## src/rtl/cct_pkg.sv

```systemverilog
// Shared types for the capture/compare timer channel.
// Assumes the control field layout below is the software-visible one.
package cct_pkg;

    typedef enum logic [1:0] {
        SRC_SYS_DIV1  = 2'd0,
        SRC_SYS_DIV16 = 2'd1,
        SRC_EXT_PIN   = 2'd2,
        SRC_HALT      = 2'd3
    } clk_src_e;

    typedef enum logic [1:0] {
        EDGE_OFF  = 2'd0,
        EDGE_RISE = 2'd1,
        EDGE_FALL = 2'd2,
        EDGE_BOTH = 2'd3
    } cap_edge_e;

    // Packed LSB-first: run is bit 0, cmp_dma_en is bit 10.
    typedef struct packed {
        logic      cmp_dma_en;
        logic      cmp_irq_en;
        logic      cap_dma_en;
        logic      cap_irq_en;
        logic      toggle_mode;
        cap_edge_e edge_sel;
        logic      restart;
        clk_src_e  src;
        logic      run;
    } ctrl_t;

    localparam logic [2:0] A_CTRL  = 3'd0;
    localparam logic [2:0] A_REF   = 3'd1;
    localparam logic [2:0] A_CAPT  = 3'd2;
    localparam logic [2:0] A_COUNT = 3'd3;
    localparam logic [2:0] A_STAT  = 3'd4;
    localparam int         PRE_LSB = 16;

endpackage

```

## src/rtl/cct_sync.sv

```systemverilog
// Multi-bit synchroniser with edge detection.
// Each bit runs through STAGES flops, plus one more flop that holds the
// previous synchronised level. Assumes each input level lasts at least two clocks.
module cct_sync #(
    parameter int STAGES = 2,
    parameter int W      = 2
) (
    input  logic         clk,
    input  logic         rst_n,
    input  logic [W-1:0] din,
    output logic [W-1:0] rise,
    output logic [W-1:0] fall
);
    logic [STAGES:0][W-1:0] pipe_q;

    // Shift the raw inputs through the synchroniser chain.
    always_ff @(posedge clk) begin
        if (!rst_n) pipe_q <= '0;
        else        pipe_q <= {pipe_q[STAGES-1:0], din};
    end

    // Compare the synchronised level with the level one clock older.
    assign rise = pipe_q[STAGES-1] & ~pipe_q[STAGES];
    assign fall = ~pipe_q[STAGES-1] & pipe_q[STAGES];
endmodule

```

## src/rtl/cct_tick.sv

```systemverilog
// Count-enable generator: selects the source and applies the prescaler.
// Produces a single-cycle tick; every register runs on the system clock.
// Assumes SYS_DIV is a power of two of at least 2.
module cct_tick import cct_pkg::*; #(
    parameter int PRE_W   = 8,
    parameter int SYS_DIV = 16
) (
    input  logic             clk,
    input  logic             rst_n,
    input  logic             run,
    input  clk_src_e         src,
    input  logic [PRE_W-1:0] presc,
    input  logic             ext_rise,
    output logic             tick
);
    localparam int DIV_W = $clog2(SYS_DIV);
    localparam logic [DIV_W-1:0] DIV_LAST = DIV_W'(SYS_DIV - 1);

    logic [DIV_W-1:0] div_q;
    logic [PRE_W-1:0] ps_q;
    logic             base;
    logic             ps_done;

    // Fixed system-clock divider, held at zero while stopped.
    always_ff @(posedge clk) begin
        if (!rst_n || !run)      div_q <= '0;
        else if (div_q == DIV_LAST) div_q <= '0;
        else                     div_q <= div_q + 1'b1;
    end

    // Pick one source event per cycle.
    always_comb begin
        unique case (src)
            SRC_SYS_DIV1:  base = 1'b1;
            SRC_SYS_DIV16: base = (div_q == DIV_LAST);
            SRC_EXT_PIN:   base = ext_rise;
            SRC_HALT:      base = 1'b0;
        endcase
    end

    // >= keeps the prescaler from stalling after presc shrinks mid-count.
    assign ps_done = (ps_q >= presc);

    // Prescaler counts source events and wraps after presc+1 of them.
    always_ff @(posedge clk) begin
        if (!rst_n || !run) ps_q <= '0;
        else if (base)      ps_q <= ps_done ? '0 : ps_q + 1'b1;
    end

    assign tick = run & base & ps_done;
endmodule

```

## src/rtl/cct_core.sv

```systemverilog
// Counter, capture register and compare output for one channel.
// Advances only on tick; capture edges arrive already synchronised.
module cct_core import cct_pkg::*; #(
    parameter int CNT_W = 32
) (
    input  logic             clk,
    input  logic             rst_n,
    input  logic             run,
    input  logic             tick,
    input  logic             restart,
    input  logic             toggle_mode,
    input  cap_edge_e        edge_sel,
    input  logic [CNT_W-1:0] ref_val,
    input  logic             cap_rise,
    input  logic             cap_fall,
    output logic [CNT_W-1:0] count,
    output logic [CNT_W-1:0] capture,
    output logic             hit,
    output logic             cap_event,
    output logic             tmr_out
);
    logic edge_ok;

    assign hit = tick & (count == ref_val);

    // Qualify the synchronised edges against the selected capture edge.
    always_comb begin
        unique case (edge_sel)
            EDGE_OFF:  edge_ok = 1'b0;
            EDGE_RISE: edge_ok = cap_rise;
            EDGE_FALL: edge_ok = cap_fall;
            EDGE_BOTH: edge_ok = cap_rise | cap_fall;
        endcase
    end
    assign cap_event = run & edge_ok;

    // Main counter: cleared when stopped, restarts on match when asked.
    always_ff @(posedge clk) begin
        if (!rst_n || !run)       count <= '0;
        else if (hit && restart)  count <= '0;
        else if (tick)            count <= count + 1'b1;
    end

    // Latch the counter on a qualified capture edge.
    always_ff @(posedge clk) begin
        if (!rst_n)         capture <= '0;
        else if (cap_event) capture <= count;
    end

    // Output pin action: toggle on match, or a one-tick pulse.
    always_ff @(posedge clk) begin
        if (!rst_n)                tmr_out <= 1'b0;
        else if (toggle_mode)      tmr_out <= hit ? ~tmr_out : tmr_out;
        else if (hit)              tmr_out <= 1'b1;
        else if (tick || !run)     tmr_out <= 1'b0;
    end
endmodule

```

## src/rtl/cap_cmp_timer.sv

```systemverilog
// Top of the capture/compare timer channel: register port, event flags
// and request outputs. Assumes a single clock domain, and asynchronous pins
// that each hold a level for at least two clocks.
module cap_cmp_timer import cct_pkg::*; #(
    parameter int CNT_W       = 32,
    parameter int PRE_W       = 8,
    parameter int SYS_DIV     = 16,
    parameter int SYNC_STAGES = 2
) (
    input  logic             clk,
    input  logic             rst_n,
    input  logic [2:0]       bus_addr,
    input  logic             bus_wr,
    input  logic [CNT_W-1:0] bus_wdata,
    output logic [CNT_W-1:0] bus_rdata,
    input  logic             cap_pin,
    input  logic             ext_clk_pin,
    output logic             tmr_out,
    output logic             cap_irq,
    output logic             cap_dma,
    output logic             cmp_irq,
    output logic             cmp_dma
);
    localparam int CTRL_BITS = $bits(ctrl_t);

    ctrl_t            ctl_q;
    logic [PRE_W-1:0] presc_q;
    logic [CNT_W-1:0] ref_q;
    logic             cap_flag, cmp_flag;
    logic [1:0]       w1c;
    logic [1:0]       pin_rise, pin_fall;
    logic             tick, hit, cap_event;
    logic [CNT_W-1:0] count, capture;
    logic             ctl_run, ctl_restart, ctl_toggle;

    assign ctl_run     = ctl_q.run;
    assign ctl_restart = ctl_q.restart;
    assign ctl_toggle  = ctl_q.toggle_mode;

    // Software-writable configuration.
    always_ff @(posedge clk) begin
        if (!rst_n) begin
            ctl_q   <= '0;
            presc_q <= '0;
            ref_q   <= '0;
        end else if (bus_wr) begin
            if (bus_addr == A_CTRL) begin
                ctl_q   <= ctrl_t'(bus_wdata[CTRL_BITS-1:0]);
                presc_q <= bus_wdata[PRE_LSB +: PRE_W];
            end
            if (bus_addr == A_REF) ref_q <= bus_wdata;
        end
    end

    assign w1c = (bus_wr && bus_addr == A_STAT) ? bus_wdata[1:0] : 2'b00;

    // Event flags: set by hardware, cleared by writing one; set wins.
    always_ff @(posedge clk) begin
        if (!rst_n) begin
            cap_flag <= 1'b0;
            cmp_flag <= 1'b0;
        end else begin
            cap_flag <= cap_event | (cap_flag & ~w1c[0]);
            cmp_flag <= hit       | (cmp_flag & ~w1c[1]);
        end
    end

    assign cap_irq = cap_flag & ctl_q.cap_irq_en;
    assign cap_dma = cap_flag & ctl_q.cap_dma_en;
    assign cmp_irq = cmp_flag & ctl_q.cmp_irq_en;
    assign cmp_dma = cmp_flag & ctl_q.cmp_dma_en;

    // Combinational register read.
    always_comb begin
        unique case (bus_addr)
            A_CTRL:  bus_rdata = CNT_W'({presc_q, {(PRE_LSB-CTRL_BITS){1'b0}}, ctl_q});
            A_REF:   bus_rdata = ref_q;
            A_CAPT:  bus_rdata = capture;
            A_COUNT: bus_rdata = count;
            A_STAT:  bus_rdata = CNT_W'({cmp_flag, cap_flag});
            default: bus_rdata = '0;
        endcase
    end

    cct_sync #(.STAGES(SYNC_STAGES), .W(2)) u_sync (
        .clk  (clk),
        .rst_n(rst_n),
        .din  ({ext_clk_pin, cap_pin}),
        .rise (pin_rise),
        .fall (pin_fall)
    );

    cct_tick #(.PRE_W(PRE_W), .SYS_DIV(SYS_DIV)) u_tick (
        .clk     (clk),
        .rst_n   (rst_n),
        .run     (ctl_run),
        .src     (ctl_q.src),
        .presc   (presc_q),
        .ext_rise(pin_rise[1]),
        .tick    (tick)
    );

    cct_core #(.CNT_W(CNT_W)) u_core (
        .clk        (clk),
        .rst_n      (rst_n),
        .run        (ctl_run),
        .tick       (tick),
        .restart    (ctl_restart),
        .toggle_mode(ctl_toggle),
        .edge_sel   (ctl_q.edge_sel),
        .ref_val    (ref_q),
        .cap_rise   (pin_rise[0]),
        .cap_fall   (pin_fall[0]),
        .count      (count),
        .capture    (capture),
        .hit        (hit),
        .cap_event  (cap_event),
        .tmr_out    (tmr_out)
    );
endmodule

```

## config.mk

```make
export PLATFORM = sky130hd
export DESIGN_NAME = cap_cmp_timer
export DESIGN_NICKNAME = d
export VERILOG_FILES = /design/src/rtl/cct_pkg.sv /design/src/rtl/cct_sync.sv /design/src/rtl/cct_tick.sv /design/src/rtl/cct_core.sv /design/src/rtl/cap_cmp_timer.sv
export SDC_FILE = /design/constraint.sdc
export NUM_CORES = 1
export LEC_CHECK = 0
export BUFFER_PORTS_ARGS = -buffer_cell sky130_fd_sc_hd__clkbuf_2
export CAP_MARGIN = 40
export CORE_UTILIZATION = 40
export CTS_CLUSTER_DIAMETER = 100
export DETAILED_ROUTE_END_ITERATION = 10
export GPL_TIMING_DRIVEN = 0
export PLACE_DENSITY_LB_ADDON = 0.2
export SYNTH_ARGS = -nofsm -noshare
export SYNTH_HDL_FRONTEND = slang
export SYNTH_SLANG_ARGS = --single-unit
```

## constraint.sdc

```tcl
create_clock -name clk -period 6.5 [get_ports clk]
set_clock_uncertainty 0.05 [all_clocks]
set_input_delay 0.325 -clock clk [delete_from_list [all_inputs] [get_ports clk]]
set_output_delay 0.325 -clock clk [all_outputs]
set_load 0.005 [all_outputs]
```

Yosys cells after proc, flatten, opt, wreduce, memory -nomap -nowiden --
Cells that the tools add are included.
Storage, ports and cells: bits in registers 136, input bits 40, output and inout port bits 37, word-level logic and storage cells 82
Cells by class: add/sub/neg operators 3, $lt $le $gt $ge 1, equality and inequality tests 13, mux-type cells 9, bitwise logic cells 20, reductions and logical operators 15
Operators with widths (count):
- $pmux 32 s5 | 1
- $add 32x1->32 const B | 1
- $eq 32x32->1 | 1
- $and 1x1->1 | 11
- $add 8x1->8 const B | 1
- $eq 2x2->1 const B | 4
- $ge 8x8->1 | 1
- $mux 8 | 1
- $pmux 1 s4 | 2
- $eq 3x2->1 const B | 2
- $reduce_and 2->1 | 3
- $add 4x1->4 const B | 1
- $eq 2x1->1 const B | 2
- $eq 4x4->1 const B | 1
- $logic_not 2->1 | 2
- $mux 1 | 4
- $not 1->1 | 4
- $reduce_or 2->1 | 2
- $eq 3x1->1 const B | 1
- $eq 3x3->1 const B | 1
- $logic_not 3->1 | 1
- $or 1x1->1 | 3
- $and 2x2->2 | 1
- $logic_and 1x1->1 | 2
- other kinds (6) | 8

Logic depth before layout (Yosys ltp) --
Gate-level depths: netlist (run 1).
depth after elaboration 9, depth in mapped cells 9

Cells and area by module --
From an unflattened synthesis (run 1), not the netlist that was laid out.
Second synthesis, totals: cell total of the unflattened synthesis 804, area, all modules 7208.2 um^2
By module, submodules not included:
- cct_core | instances 1, cells each 373, area each 3219.3 um^2
- cap_cmp_timer | instances 1, cells each 335, area each 3017.9 um^2
- cct_tick | instances 1, cells each 80, area each 788.3 um^2
- cct_sync | instances 1, cells each 16, area each 182.7 um^2

Worst setup path after synthesis (run 1) --
OpenSTA, ideal clock, no wires.
kind flip-flop to flip-flop, start point register u_tick.ps_q[0], end point register u_core.count[17], setup time 0.122 ns, arrival time 2.196 ns, path slack 4.132 ns, stages on the path, launching flop included 10, buffers on the path 1, cells stage by stage dfxtp_1 -> inv_1 -> ha_1 -> nand2b_1 -> a2111o_1 -> a31oi_1 -> or2_1 -> nor3_2 -> buf_6 -> a221o_1
On the way: longest elaborated chain between the ends 5
Ends and longest elaborated chain:
- start: declaration | RTL line cct_tick.sv:20 | logic [PRE_W-1:0] ps_q;
- start signal: assignment | RTL line cct_tick.sv:47 | else if (base) ps_q <= ps_done ? '0 : ps_q + 1'b1;
- $ge 8x8->1 (*) | RTL line cct_tick.sv:42 | assign ps_done = (ps_q >= presc);
- $and 1x1->1 (*) | RTL line cct_tick.sv:50 | assign tick = run & base & ps_done;
- $and 1x1->1 | RTL line cct_core.sv:24 | assign hit = tick & (count == ref_val);
- $logic_and 1x1->1 | RTL line cct_core.sv:40 | else if (hit && restart) count <= '0;
- $reduce_or 2->1 (no source line)
- end signal: assignment | RTL line cct_core.sv:41 | else if (tick) count <= count + 1'b1;
- end: declaration | RTL line cct_core.sv:16 | output logic [CNT_W-1:0] count,
Mark *: on every way between the ends. The rest lies on a longest branch, timed or not. A chain may end at the register's enable or synchronous reset.

Worst setup path after layout (run 1) --
start point register u_tick.ps_q[0], end point register u_core.count[30]
Same word-level chain as after synthesis.

==> run metrics, run 1 <==
HPWL after DPL 16.60 mm; hold slack 0.04495 ns; row cnt 48; total core area 0.01742 mm^2; clk sinks 136; top-area cell type share of the netlist area 0.3786; CTS Buf Count 17; Worst Reg2Reg Path Length in Cells 9; M3 GR Usage 0.03617; sequential power share 0.431; post-synthesis sequential area ratio 0.3786; Max Fclk 315.9 MHz; GR Util met2 0.3914; gpl congestion 0.8738; critical path arrival 3.49 ns; H-Tree Depth 4; worst slew pin tran 0.7017 ns; Starting Density 0.4129; Placed Area 0.007864 mm^2; GR Util All Layers 0.2458; min-delay src ext_clk_pin; Critical R2R Launch u_tick.ps_q[0]$_SDFFE_PP0N_; GRT Max-Usage Layer met2; Clk Latency, worst-skew pair 0.43 ns; max-slew violation count 0; leading cell type in the layout, fill and taps excluded dfxtp_1; largest net degree at the start of global routing 17; vias in the first global route 5866; syn nets 891; DRC 0; Avg Cell Area, Syn 8.582 um^2; setup ws final 3.335 ns; routed via count 6380; top_reg_cell synth dfxtp_1; die area 0.01852 mm^2; Crit Path Category flip-flop to flip-flop; Via density 5.439; commonest non-fill, non-tap cells in the layout dfxtp_1, nand2_1, clkbuf_2, nor2_1, a21boi_0; setup TNS 0 ns; switch share 0.2404; hold_buf cts 0; Worst Setup SP u_tick.ps_q[0]$_SDFFE_PP0N_; Detailed Route Iter0 Violations 428; die height 136.1 um; global-route wire length before repair 33.58 mm; CP required 6.83 ns; Setup Viol. Count Final 0; Synth warnings 0; top post-synthesis cells by area dfxtp_1, nand2_1, a21boi_0; CTS clk-pin slew, worst paths 0.06 ns; Combinational Power Share 0.054; # resized after CTS 0; Tmin final 3.165 ns; Hold Path Stages 2; final WL 22.07 mm; CTS tree done; Endpoint, Worst Hold u_sync.pipe_q[1]$_SDFF_PN0_; routed len/inst 18.81 um; Crit Path Max Fanout 10; worst hold path type input port to flip-flop; Pwr Density 232.7 mW/mm^2; final count of hold timing violations 0; Synth area leader dfxtp_1; clock group share of total power 0.514; GR Util met1 0.3264; library cells used by synthesis 55; P_sw 0.4743 mW; post-synthesis register bit count 136; Slew HR 0.5322; total internal power 1.498 mW; max_cap viols 0; Die X 136.1 um; CTS max path bufs 2; ys async rst share 0; n_diodes 0; setup slack, reg-to-reg 3.33 ns; share of cells above drive strength 1 0.1656; nets 988; initial antenna violation count 0; CP endpoint kind flip-flop; Pre-antenna DRT Iters 5; Post-synth EDFFs 0; I/O pin cnt 77; status complete, no violations; Tcrit/Tclk final 0.4870; startpoint types flip-flop; clk root buf clkbuf_16; total gr overflow 0; cell area after synthesis 0.007192 mm^2; post-place setup slack 3.418 ns; Cells after DPL 1141; Reg-to-Reg End u_core.count[30]$_SDFFE_PP0P_; Routed Antenna Nets 0; Leak 3.283 nW; post-route cell area 0.008476 mm^2; I/O Buffers 76; worst vdd ir 193.0 uV; RSZ-0062 raised after global routing false; Setup Buffers After CTS 0; Layout area overhead 17.85%; fin cells 1173; Syn Inst Count 838
## flip-flops by register name, summed over array words and instances (netlist names)
name	cells
u_sync.pipe_q	6
u_tick.div_q	4
ctl_q	8
ctl_run	1
presc_q	8
u_tick.ps_q	8
u_core.count	32
cmp_flag	1
cap_flag	1
u_core.capture	32
ctl_toggle	1
ctl_restart	1
ref_q	32
u_core.tmr_out	1
## cell usage after synthesis (17+ instances only)
master    instances
dfxtp_1         136
mux2i_1          34
a22oi_1          20
a22o_1           23
nor2_1           55
a21boi_0         51
clkbuf_1         41
nor2b_1          44
xor2_1           38
nand2_1         129
inv_1            24
a221o_1          21
buf_2            17
## layer usage
layer | up-vias | wire [um]
met5 | - | 0
met4 | 0 | 622
met3 | 36 | 895
li1 | 3148 | -
met2 | 174 | 10230
met1 | 3022 | 10320
## cells by family after synthesis
family                     count (synthesis)  synth area share
DFF                                      136            0.3786
adders and majority gates                 13           0.02262
muxes                                     49           0.07081
AOI/OAI and AO/OA                        174            0.1884
and+or+nand+nor                          328            0.2244
xor gates and xnor gates                  48           0.05845
buffers and inverters                     90           0.05672
## critical path, cell delays in order, from the launching register on
cell,delay [ns]
dfxtp_1,0.45
inv_1,0.07
ha_1,0.27
nand2b_1,0.15
a2111o_1,0.43
a31oi_1,0.56
o21ai_1,0.37
clkbuf_1,0.41
o32ai_1,0.24
a21o_1,0.11
## worst max-delay path by stage
| stage | endpoint | slack (ns) |
|---|---|---|
| CTS | u_core.count[30]$_SDFFE_PP0P_ | 3.40 |
| floorplan | u_core.count[17]$_SDFFE_PP0P_ | 4.13 |
| global placement | bus_rdata[23] | 3.29 |
| detailed placement | u_core.count[30]$_SDFFE_PP0P_ | 3.42 |
| finish | u_core.count[30]$_SDFFE_PP0P_ | 3.33 |
| global route | u_core.count[30]$_SDFFE_PP0P_ | 3.26 |
## per-stage QoR
stage | total power, mW | utilization
after floorplan | 0.9272 | -
after global placement | 0.9736 | 0.4509
after detailed placement | 0.9746 | 0.4515
after CTS | 1.981 | 0.4866
after global routing | 2.022 | 0.4866
final | 1.972 | 0.4866
## power groups by stage
stage | Sequential, mW | Clock (mW) | Combinational, mW
after global placement | 0.869 | 0 | 0.105
after floorplan | 0.866 | 0 | 0.0617
after global routing | 0.851 | 1.05 | 0.116
after detailed placement | 0.869 | 0 | 0.106
after CTS | 0.851 | 1.02 | 0.106
final | 0.851 | 1.01 | 0.107
## cell type report
cell class | instances | area, um^2
multi-input combinational | 612 | 4061
clock inverter | 13 | 168.9
tap | 225 | 281.5
timing repair buffer | 78 | 390.4
fill | 1774 | 8941
sequential | 136 | 2723
buffer | 66 | 317.8
inverter | 24 | 90.09
clock buffer | 19 | 442.9
Note: power is estimated with default switching activity, not from simulation.
==> run 2: changes to the inputs <==
==> constraint.sdc (replaced) <==
create_clock -name clk -period 2.6 [get_ports clk]
set_clock_uncertainty 0.05 [all_clocks]
set_input_delay 0.13 -clock clk [delete_from_list [all_inputs] [get_ports clk]]
set_output_delay 0.13 -clock clk [all_outputs]
set_load 0.005 [all_outputs]
==> run metrics, run 2 (synthesis gave the netlist of run 1 again) <==
I/O Buffers 76; startpoint types flip-flop; status complete, no violations; Setup Viol. Count Final 0; Reg-to-Reg End u_core.count[17]$_SDFFE_PP0P_; Pwr Density 559.8 mW/mm^2; I/O pin cnt 77; fin cells 1210; Worst Reg2Reg Path Length in Cells 9; Via density 5.431; share of cells above drive strength 1 0.1777; initial antenna violation count 0; Routed Antenna Nets 0; vias in the first global route 6010; M3 GR Usage 0.03617; Starting Density 0.4129; H-Tree Depth 4; Die X 136.1 um; Hold Path Stages 4; min-delay src bus_wr; clk sinks 136; Cells after DPL 1141; nets 1025; critical path arrival 2.79 ns; Tcrit/Tclk final 0.9690; row cnt 48; CP endpoint kind flip-flop; n_diodes 0; Detailed Route Iter0 Violations 386; Pre-antenna DRT Iters 6; GRT Max-Usage Layer met2; total core area 0.01742 mm^2; worst hold path type input port to flip-flop; CTS tree done; total gr overflow 0; CP required 2.87 ns; GR Util All Layers 0.2494; worst vdd ir 484.9 uV; largest net degree at the start of global routing 17; Crit Path Category flip-flop to flip-flop; CTS Buf Count 17; Endpoint, Worst Hold cap_flag$_SDFF_PN0_; gpl congestion 0.8738; final WL 22.52 mm; final count of hold timing violations 0; setup slack, reg-to-reg 0.08 ns; worst slew pin tran 0.6189 ns; Layout area overhead 23.85%; Crit Path Max Fanout 10; die height 136.1 um; global-route wire length before repair 34.32 mm; max_cap viols 0; Leak 3.467 nW; GR Util met2 0.4021; Critical R2R Launch u_tick.ps_q[0]$_SDFFE_PP0N_; GR Util met1 0.3278; max-slew violation count 0; routed via count 6571; Pwr Total 4.987 mW; DRC 0; clk root buf clkbuf_16; CTS max path bufs 2; RSZ-0062 raised after global routing false; commonest non-fill, non-tap cells in the layout dfxtp_1, nand2_1, clkbuf_2, nor2_1, a21boi_0; Top Registers ref_q: 32 flops, u_core.capture: 32 flops, u_core.count: 32 flops; die area 0.01852 mm^2; Max Fclk 396.9 MHz; leading cell type in the layout, fill and taps excluded dfxtp_1; CTS clk-pin slew, worst paths 0.06 ns; Tmin final 2.519 ns; HPWL after DPL 16.60 mm; Clk Latency, worst-skew pair 0.43 ns; Slew HR 0.5842; setup TNS 0 ns; routed len/inst 18.61 um
-- run 2: worst max-delay path, stage by stage (launching register included) --
cell      delay [ns]
dfxtp_2         0.39
inv_1           0.06
ha_1            0.26
nand2b_1        0.15
a2111o_1        0.46
a31oi_4         0.28
or2_4           0.24
nor3_4          0.06
buf_6           0.16
a221o_1         0.28
-- run 2: metrics by stage --
step           instance area, um^2  setup slack (ns)  hold slack, ns    util
2_1_floorplan                 7192            0.2324          0.2073       -
3_3_place_gp                  7854           -0.4605          0.2887  0.4509
3_5_place_dp                  7864           -0.4820          0.2924  0.4515
4_1_cts                       8871           0.01019         0.08400  0.5093
5_1_grt                       8907           0.03661          0.1627  0.5114
6_report                      8907           0.08062         0.09276  0.5114
-- run 2: what timing repair did --
action                                 4_1_cts  5_1_grt
endpoints found under the hold margin       53        0
pin swaps                                    1        4
setup endpoints to repair                   41       41
hold buffers                                34        0
resized for setup                           12        9
buffers inserted                             2        3
-- run 2: worst max-delay path by stage --
stage | startpoint | slack [ns] | to | depth (start not counted)
after floorplan | u_tick.ps_q[0]$_SDFFE_PP0N_ | 0.23 | u_core.count[17]$_SDFFE_PP0P_ | 9
after global placement | u_tick.ps_q[0]$_SDFFE_PP0N_ | -0.46 | u_core.count[30]$_SDFFE_PP0P_ | 9
after detailed placement | u_tick.ps_q[0]$_SDFFE_PP0N_ | -0.48 | u_core.count[30]$_SDFFE_PP0P_ | 9
after CTS | u_core.count[8]$_SDFFE_PP0P_ | 0.01 | u_core.count[8]$_SDFFE_PP0P_ | 9
after global routing | u_core.count[8]$_SDFFE_PP0P_ | 0.04 | u_core.count[8]$_SDFFE_PP0P_ | 10
final | u_tick.ps_q[0]$_SDFFE_PP0N_ | 0.08 | u_core.count[17]$_SDFFE_PP0P_ | 9
-- run 2: routing by layer --
metal	wire (um)	vias to the layer above
li1	-	3222
met1	10330	3126
met2	10500	183
met3	1051	40
met4	638	0
met5	0	-
-- run 2: report_power, final --
group / internal, mW / switching, mW / total (mW) / leakage [nW]
Sequential: 2.11 / 0.0218 / 2.13 / 1.10
Clock: 1.54 / 0.993 / 2.54 / 0.287
Combinational: 0.139 / 0.183 / 0.323 / 2.08
Total: 3.79 / 1.20 / 4.99 / 3.47
-- run 2: final cells by class --
class                           count  area (um^2)
Buffer                             64        322.8
Clock buffer                       19        442.9
Clock inverter                     13        168.9
Fill cell                        1736         8509
Inverter                           24        90.09
Multi-Input combinational cell    612         4109
Sequential cell                   136         2724
Tap cell                          225        281.5
Timing Repair Buffer              117        768.2
